`src/rtl/lsbsub_pkg.sv`:
```
package lsbsub_pkg;

  // Effective substitution count: requests beyond the operand width saturate.
  function automatic int unsigned sat_count(input int unsigned req,
                                            input int unsigned width);
    return (req > width) ? width : req;
  endfunction

  function automatic int unsigned max_u(input int unsigned x,
                                        input int unsigned y);
    return (x > y) ? x : y;
  endfunction

  function automatic int unsigned min_u(input int unsigned x,
                                        input int unsigned y);
    return (x < y) ? x : y;
  endfunction

  // Magnitude of the widest error one operand can carry: 2^cnt - 1.
  function automatic longint unsigned fill_span(input int unsigned cnt);
    return (64'd1 << cnt) - 64'd1;
  endfunction

endpackage

```
`src/rtl/lsbsub_quant.sv`:
```
module lsbsub_quant #(
  parameter int unsigned W  = 8,
  parameter int unsigned CW = $clog2(W + 1)
) (
  input  logic [W-1:0]  raw_i,
  input  logic [CW-1:0] cnt_i,
  input  logic          ones_i,
  output logic [W-1:0]  quant_o,
  output logic [CW-1:0] eff_cnt_o
);
  import lsbsub_pkg::*;

  logic [W-1:0] keep_mask;

  assign eff_cnt_o = CW'(sat_count(32'(cnt_i), W));

  for (genvar i = 0; i < W; i++) begin : g_bit
    assign keep_mask[i] = (CW'(i) >= eff_cnt_o);
    assign quant_o[i]   = keep_mask[i] ? raw_i[i] : ones_i;
  end

  always_comb begin

    passthrough_chk : assert ((eff_cnt_o != '0) || (quant_o == raw_i))
      else $error("operand altered with zero substitution count");

    cnt_range_chk : assert (32'(eff_cnt_o) <= W)
      else $error("effective count exceeds operand width");
  end

endmodule

```
`src/rtl/lsbsub_bound.sv`:
```
module lsbsub_bound #(
  parameter int unsigned W  = 8,
  parameter int unsigned CW = $clog2(W + 1),
  parameter int unsigned EW = W + 2
) (
  input  logic [CW-1:0]        eff_cnt_i,
  input  logic                 ones_i,
  output logic signed [EW-1:0] lo_o,
  output logic signed [EW-1:0] hi_o
);

  logic [EW-1:0] span;

  assign span = (EW'(1) << eff_cnt_i) - EW'(1);
  assign lo_o = ones_i ? -$signed(span) : '0;
  assign hi_o = ones_i ? '0 : $signed(span);

  always_comb begin

    zero_cnt_err_chk : assert ((eff_cnt_i != '0) || ((lo_o == '0) && (hi_o == '0)))
      else $error("nonzero error bound for unsubstituted operand");

    bound_order_chk : assert ((lo_o <= 0) && (hi_o >= 0))
      else $error("operand error interval excludes zero");
  end

endmodule

```
`src/rtl/lsbsub_ripple.sv`:
```
module lsbsub_ripple #(
  parameter int unsigned W = 8
) (
  input  logic [W-1:0] x_i,
  input  logic [W-1:0] y_i,
  output logic [W:0]   s_o
);

  logic [W:0] carry;

  assign carry[0] = 1'b0;

  for (genvar i = 0; i < W; i++) begin : g_cell
    logic half_sum;
    assign half_sum   = x_i[i] ^ y_i[i];
    assign s_o[i]     = half_sum ^ carry[i];
    assign carry[i+1] = (x_i[i] & y_i[i]) | (half_sum & carry[i]);
  end

  assign s_o[W] = carry[W];

  always_comb begin

    no_overflow_chk : assert (s_o == ({1'b0, x_i} + {1'b0, y_i}))
      else $error("carry chain result differs from arithmetic sum");
  end

endmodule

```
`src/rtl/lsbsub_adder.sv`:
```
module lsbsub_adder #(
  parameter int unsigned A_W    = 8,
  parameter int unsigned B_W    = 6,
  parameter int unsigned ACNT_W = $clog2(A_W + 1),
  parameter int unsigned BCNT_W = $clog2(B_W + 1),
  parameter int unsigned MAX_W  = (A_W > B_W) ? A_W : B_W,
  parameter int unsigned SUM_W  = MAX_W + 1,
  parameter int unsigned ERR_W  = MAX_W + 2
) (
  input  logic [A_W-1:0]          a_i,
  input  logic [B_W-1:0]          b_i,
  input  logic [ACNT_W-1:0]       a_cnt_i,
  input  logic [BCNT_W-1:0]       b_cnt_i,
  input  logic                    a_fill_ones_i,
  input  logic                    b_fill_ones_i,
  output logic [SUM_W-1:0]        sum_o,
  output logic signed [ERR_W-1:0] err_lo_o,
  output logic signed [ERR_W-1:0] err_hi_o
);
  import lsbsub_pkg::*;

  logic [A_W-1:0]          a_quant;
  logic [B_W-1:0]          b_quant;
  logic [ACNT_W-1:0]       a_eff;
  logic [BCNT_W-1:0]       b_eff;
  logic signed [ERR_W-1:0] a_lo, a_hi, b_lo, b_hi;
  logic [MAX_W-1:0]        a_ext, b_ext;

  lsbsub_quant #(.W(A_W), .CW(ACNT_W)) a_quant_i (
    .raw_i(a_i), .cnt_i(a_cnt_i), .ones_i(a_fill_ones_i),
    .quant_o(a_quant), .eff_cnt_o(a_eff)
  );

  lsbsub_quant #(.W(B_W), .CW(BCNT_W)) b_quant_i (
    .raw_i(b_i), .cnt_i(b_cnt_i), .ones_i(b_fill_ones_i),
    .quant_o(b_quant), .eff_cnt_o(b_eff)
  );

  lsbsub_bound #(.W(A_W), .CW(ACNT_W), .EW(ERR_W)) a_bound_i (
    .eff_cnt_i(a_eff), .ones_i(a_fill_ones_i), .lo_o(a_lo), .hi_o(a_hi)
  );

  lsbsub_bound #(.W(B_W), .CW(BCNT_W), .EW(ERR_W)) b_bound_i (
    .eff_cnt_i(b_eff), .ones_i(b_fill_ones_i), .lo_o(b_lo), .hi_o(b_hi)
  );

  assign a_ext = MAX_W'(a_quant);
  assign b_ext = MAX_W'(b_quant);

  lsbsub_ripple #(.W(MAX_W)) sum_i (
    .x_i(a_ext), .y_i(b_ext), .s_o(sum_o)
  );

  assign err_lo_o = a_lo + b_lo;
  assign err_hi_o = a_hi + b_hi;

  // Internal events brought out for the checks below.
  logic signed [ERR_W:0] exact_minus_sum;
  logic [SUM_W-1:0]      low_mask;
  int unsigned           overlap_cnt;

  assign exact_minus_sum = $signed({2'b00, SUM_W'(a_i) + SUM_W'(b_i)})
                         - $signed({2'b00, sum_o});
  assign overlap_cnt     = min_u(32'(a_eff), 32'(b_eff));
  assign low_mask        = SUM_W'((64'd1 << overlap_cnt) - 64'd1);

  always_comb begin

    err_window_chk : assert ((exact_minus_sum >= (ERR_W+1)'(err_lo_o)) &&
                             (exact_minus_sum <= (ERR_W+1)'(err_hi_o)))
      else $error("sum error outside reported interval");

    low_const_chk : assert ((a_fill_ones_i && b_fill_ones_i) ||
                            ((sum_o & low_mask) ==
                             ((a_fill_ones_i ^ b_fill_ones_i) ? low_mask : '0)))
      else $error("low sum bits not constant under overlap");
  end

endmodule

```
`config.mk`:
```
export PLATFORM = sky130hd
export DESIGN_NAME = lsbsub_adder
export DESIGN_NICKNAME = d
export VERILOG_FILES = /design/src/rtl/lsbsub_pkg.sv /design/src/rtl/lsbsub_quant.sv /design/src/rtl/lsbsub_bound.sv /design/src/rtl/lsbsub_ripple.sv /design/src/rtl/lsbsub_adder.sv
export SDC_FILE = /design/constraint.sdc
export NUM_CORES = 1
export LEC_CHECK = 0
export ABC_AREA = 1
export BUFFER_PORTS_ARGS = -buffer_cell sky130_fd_sc_hd__buf_2
export CORE_AREA = 4 4 76 78
export DETAILED_ROUTE_END_ITERATION = 8
export DIE_AREA = 0 0 80 82
export PLACE_DENSITY = 0.72
export SLEW_MARGIN = 20
export SYNTH_ARGS = -nofsm -noshare
export SYNTH_HDL_FRONTEND = slang
export SYNTH_HIERARCHICAL = 1
export SYNTH_SLANG_ARGS = --single-unit
```
`constraint.sdc`:
```
create_clock -name vclk -period 7.7
set_input_delay 0 -clock vclk [all_inputs]
set_output_delay 0 -clock vclk [all_outputs]
set_load 0.02 [all_outputs]
```
==> results of run 1 <==
==> synthesized netlist by cell type <==
master	n
clkbuf_1	5
nand4_2	1
o21ai_1	7
ha_1	27
o21a_1	3
inv_2	5
xor2_1	9
nand2_1	142
nand3_4	1
fa_1	9
nand3_2	9
a21oi_1	22
conb_1	1
buf_6	3
xnor2_1	2
inv_1	65
inv_4	1
nor3_2	1
nand2_4	3
nand3_1	41
nand4_1	6
o21ai_2	2
nor2_1	55
nor2_4	6
nor2_2	8
nand2_2	10
inv_6	1
buf_4	1
o21ai_0	5
clkinv_2	1
==> worst max-delay path, delay by kind of cell <==
family	cells	cell delay, ps
adder cells (fa/ha/maj)	8	2890
buffers and inverters	4	510
AND/OR/NAND/NOR	4	350
==> power by group <==
group	switching (uW)	total [uW]	internal [uW]
sequential	0	0	0
combinational	179	271	91.7
clock	0	0	0
total	179	271	91.7
==> stage by stage <==
step	cell area (um^2)	worst slack (ps)	hold slack (ps)
6_report	2790	3940	492
5_1_grt	2790	3750	550
4_1_cts	2790	3930	505
3_5_place_dp	2790	3920	505
3_3_place_gp	2790	4040	504
2_1_floorplan	2500	4290	311
==> layout make-up <==
| class | instances | area, um^2 | share of cell area (%) |
|---|---|---|---|
| multi-input cells | 371 | 2160 | 77.4 |
| inverters | 73 | 283 | 10.1 |
| repair buffers | 52 | 260 | 9.33 |
| well taps | 70 | 87.6 | 3.14 |
==> how the worst max path moves through the flow <==
stage	from	to	slack [ps]	cells past startpoint
2_1_floorplan	a_cnt_i[3]	sum_o[7]	4290	15
4_1_cts	b_cnt_i[1]	sum_o[7]	3930	16
5_1_grt	b_cnt_i[1]	sum_o[7]	3750	16
3_3_place_gp	b_cnt_i[1]	sum_o[7]	4040	16
6_report	b_cnt_i[1]	sum_o[7]	3940	16
3_5_place_dp	b_cnt_i[1]	sum_o[7]	3920	16
==> kinds of logic (layout without fill, tap and decap cells) <==
kind of cell / Yosys count / after routing / share of synthesized area, %
adder cells (fa/ha/maj): 36 / 36 / 20.7
AND/OR/NAND/NOR: 283 / 283 / 53.1
AO/OA/AOI/OAI: 39 / 39 / 8.42
other: 1 / 2 / 0.150
XOR/XNOR: 11 / 11 / 3.86
buffers and inverters: 82 / 125 / 13.7
==> routing by layer <==
metal,track usage [%],wire length (um),vias up
li1,-,-,1504
met1,26.2,2880,1229
met2,35.3,2820,64
met3,1.21,323,6
met4,1.69,55,0
met5,0,0,-
==> impl_metrics.toml, run 1 <==
[run_status]
outcome = "complete, no violations"

[floorplanning]
row_count = 26
die_h_um = 82
dieArea_um2 = 6560
initial_utilization_pct = 49.2
pin_count = 52
die_w_um = 80
core_area_um2 = 5070

[cells_and_area]
fin_nets = 557
regArea_um2 = 0
finalNonFillerCells = 566
mostFrequentLayoutCells = "nand2_1 (142), inv_1 (65), nor2_1 (55)"
fill_cells = 584
final_common_cell = "nand2_1"
num-clock-buffers = 0
layout-drive-gt1-share_pct = 20.4
postLayoutCoreUtil_pct = 55.0
nFlopsAndLatches = 0
syn_to_final_growth_pct = 11.7
num_antenna_cells = 0

[synth]
synth-seq-area-share_pct = 0
ys_types = 30
synth_top_area_cell = "nand2_1"
synth.top_cell.area_share_pct = 21.3
yosysWarnings = 6
syn-instance-count = 452
synth_area_um2 = 2500
synth_area_leaders = "nand2_1 (21%), ha_1 (14%), inv_1 (9.8%)"
syn_area_per_cell_um2 = 5.53

[sta]
setup_violations = 0
setup_tns_ps = 0
report.final.slew_viol_count = 0
hold_violations = 0
tightest_slew_ps = 785
max_slew_margin_pct = 47.7
fin_crit_sh_pct = 48.8
rsz0062_at_grt = "no"
fmax_mhz = 266
min_period_ps = 3760

[global_route]
grt_pass1_vias = 2515
grt_pass1_wl_um = 10800
antenna_found_initial = 0
grt_overflow = 0
globalRouteTotalUtil_pct = 19.5
grt_max_degree = 23

[critical_path]
worstPathArrival_ps = 3760
path_class = "primary input to primary output"
crit_chain = "buf_2, nor2_2, nand2_1, nand2_1, nand2_1, ha_1, fa_1, fa_1, fa_1, fa_1, fa_1, fa_1, inv_1, fa_1, inv_1, buf_2"
critPathMaxFanout = 16
cpMostUsedCell = "fa_1"
slowest_stage = "fa_1"
cp_slowest_stage_delay_ps = 410
required_ps = 7700
endpoint_kind = "primary output"
crit_path_start_kind = "primary input"

[clock_tree]
cts_setup_buffers = 0
cts_resized = 0
ctsHoldBuffers = 0

[placed_design]
gp_congestion = 1.00
dp.cells = 566
hpwl_um = 5310
portBuffers = 52

[drt]
drcViolationCount = 0
vias = 2803
wl_per_cell_um = 10.7
final_antenna_net_count = 0
first_iter_violations = 149
viasPerCell = 4.95
drtPass1Iterations = 4
wl_um = 6070

[power_and_ir_drop]
power_density_nw_per_um2 = 97.1
design_power_total_uw = 271
vdd_drop_max_mv = 0.0644
leakagePower_uw = 0.00171

[min_path]
holdPathStages = 5
hold_class = "primary input to primary output"
hold_path_startpoint = "b_i[0]"
min_to = "sum_o[0]"

[run]
drv_cap = 0
Power figures use the tool's default switching activity.
==> inputs of run 2 (changes only) <==
==> constraint.sdc (replaced) <==
create_clock -name vclk -period 3.8
set_input_delay 0 -clock vclk [all_inputs]
set_output_delay 0 -clock vclk [all_outputs]
set_load 0.02 [all_outputs]
==> run 2 against run 1 <==
Design area up 2.0%. Non-clock buffer count up 7. Die area unchanged. Largest cell class unchanged. Highest routed layer unchanged.
==> impl_metrics.toml, run 2 (synthesis results as in run 1) <==
[run_status]
outcome = "complete, no violations"

[min_path]
holdPathStages = 5
hold_class = "primary input to primary output"
hold_path_startpoint = "b_i[0]"
min_to = "sum_o[0]"

[drt]
final_antenna_net_count = 0
drcViolationCount = 0
drtPass1Iterations = 4
first_iter_violations = 107
wl_um = 5940
wl_per_cell_um = 10.4
vias = 2785
viasPerCell = 4.86

[sta]
rsz0062_at_grt = "no"
min_period_ps = 3630
fin_ws_ps = 172
setup_violations = 0
fmax_mhz = 276
fin_crit_sh_pct = 95.5
hold_violations = 0
report.final.slew_viol_count = 0
setup_tns_ps = 0

[floorplanning]
initial_utilization_pct = 49.2
pin_count = 52
row_count = 26
dieArea_um2 = 6560
die_h_um = 82
die_w_um = 80
core_area_um2 = 5070

[critical_path]
endpoint_kind = "primary output"
critPathMaxFanout = 4
crit_path_start_kind = "primary input"
worstPathArrival_ps = 3630
path_class = "primary input to primary output"
required_ps = 3800

[cells_and_area]
final_common_cell = "nand2_1"
fin_nets = 564
num-clock-buffers = 0
regArea_um2 = 0
mostFrequentLayoutCells = "nand2_1 (142), inv_1 (65), nor2_1 (54)"
syn_to_final_growth_pct = 13.9
nFlopsAndLatches = 0
num_antenna_cells = 0
layout-drive-gt1-share_pct = 21.7

[power_and_ir_drop]
seq_power_share_pct = 0
vdd_drop_max_mv = 0.142
p_comb_share_pct = 100.0
pwr-share-clk_pct = 0
design_power_total_uw = 553
leakagePower_uw = 0.00174
power_density_nw_per_um2 = 194
switchingPower_uw = 362
p_int_uw = 191
switching_share_pct = 65.5

[clock_tree]
cts_setup_buffers = 0
cts_resized = 0
ctsHoldBuffers = 0

[placed_design]
portBuffers = 52
gp_congestion = 0.871
dp_slack_ps = 119
hpwl_um = 5260

[global_route]
grt_overflow = 0
grt_pass1_vias = 2555
grt_pass1_wl_um = 10600
globalRouteTotalUtil_pct = 19.3
grt_max_degree = 18
antenna_found_initial = 0

[run]
drv_cap = 0
run 2: cell type report:
class,instances,area (um^2)
fill,559,2230
timing repair buffer,59,313
inverter,73,283
multi-input combinational,371,2160
tap,70,87.6
run 2: through the flow:
| stage | area, um^2 | utilization, % | cells | hold WS, ps |
|---|---|---|---|---|
| 2_1_floorplan | 2500 | - | 453 | 311 |
| 3_3_place_gp | 2840 | 56.0 | 573 | 513 |
| 3_5_place_dp | 2840 | 56.0 | 573 | 510 |
| 4_1_cts | 2840 | 56.0 | 573 | 516 |
| 5_1_grt | 2840 | 56.0 | 573 | 569 |
| 6_report | 2840 | 56.0 | 573 | 506 |
run 2: routing by layer:
| metal | track usage (%) | up-vias | wire length, um |
|---|---|---|---|
| met1 | 26.2 | 1192 | 2840 |
| met2 | 35.3 | 67 | 2760 |
| li1 | - | 1522 | - |
| met4 | 1.35 | 0 | 45 |
| met3 | 0.877 | 4 | 301 |
| met5 | 0 | - | 0 |
run 2: power groups by stage:
stage | combinational [uW] | clock, uW | sequential [uW]
5_1_grt | 623 | 0 | 0
6_report | 553 | 0 | 0
3_3_place_gp | 550 | 0 | 0
3_5_place_dp | 553 | 0 | 0
2_1_floorplan | 419 | 0 | 0
4_1_cts | 558 | 0 | 0
run 2: worst max-delay path by stage:
| stage | from | slack (ps) | to | cells after the start |
|---|---|---|---|---|
| 6_report | b_cnt_i[2] | 170 | sum_o[7] | 16 |
| 3_3_place_gp | a_cnt_i[2] | 220 | sum_o[7] | 16 |
| 2_1_floorplan | a_cnt_i[3] | 390 | sum_o[7] | 15 |
| 3_5_place_dp | a_cnt_i[2] | 120 | sum_o[7] | 16 |
| 4_1_cts | a_cnt_i[2] | 130 | sum_o[7] | 16 |
| 5_1_grt | b_cnt_i[2] | 4 | sum_o[7] | 16 |
run 2: critical path, cell delays in order:
cell,delay [ps]
buf_2,110
nor2_2,170
nand2_1,70
nand2_1,60
nand2_1,50
ha_1,180
fa_1,370
fa_1,380
fa_1,380
fa_1,390
fa_1,390
fa_1,360
inv_1,80
fa_1,410
inv_1,70
buf_2,150
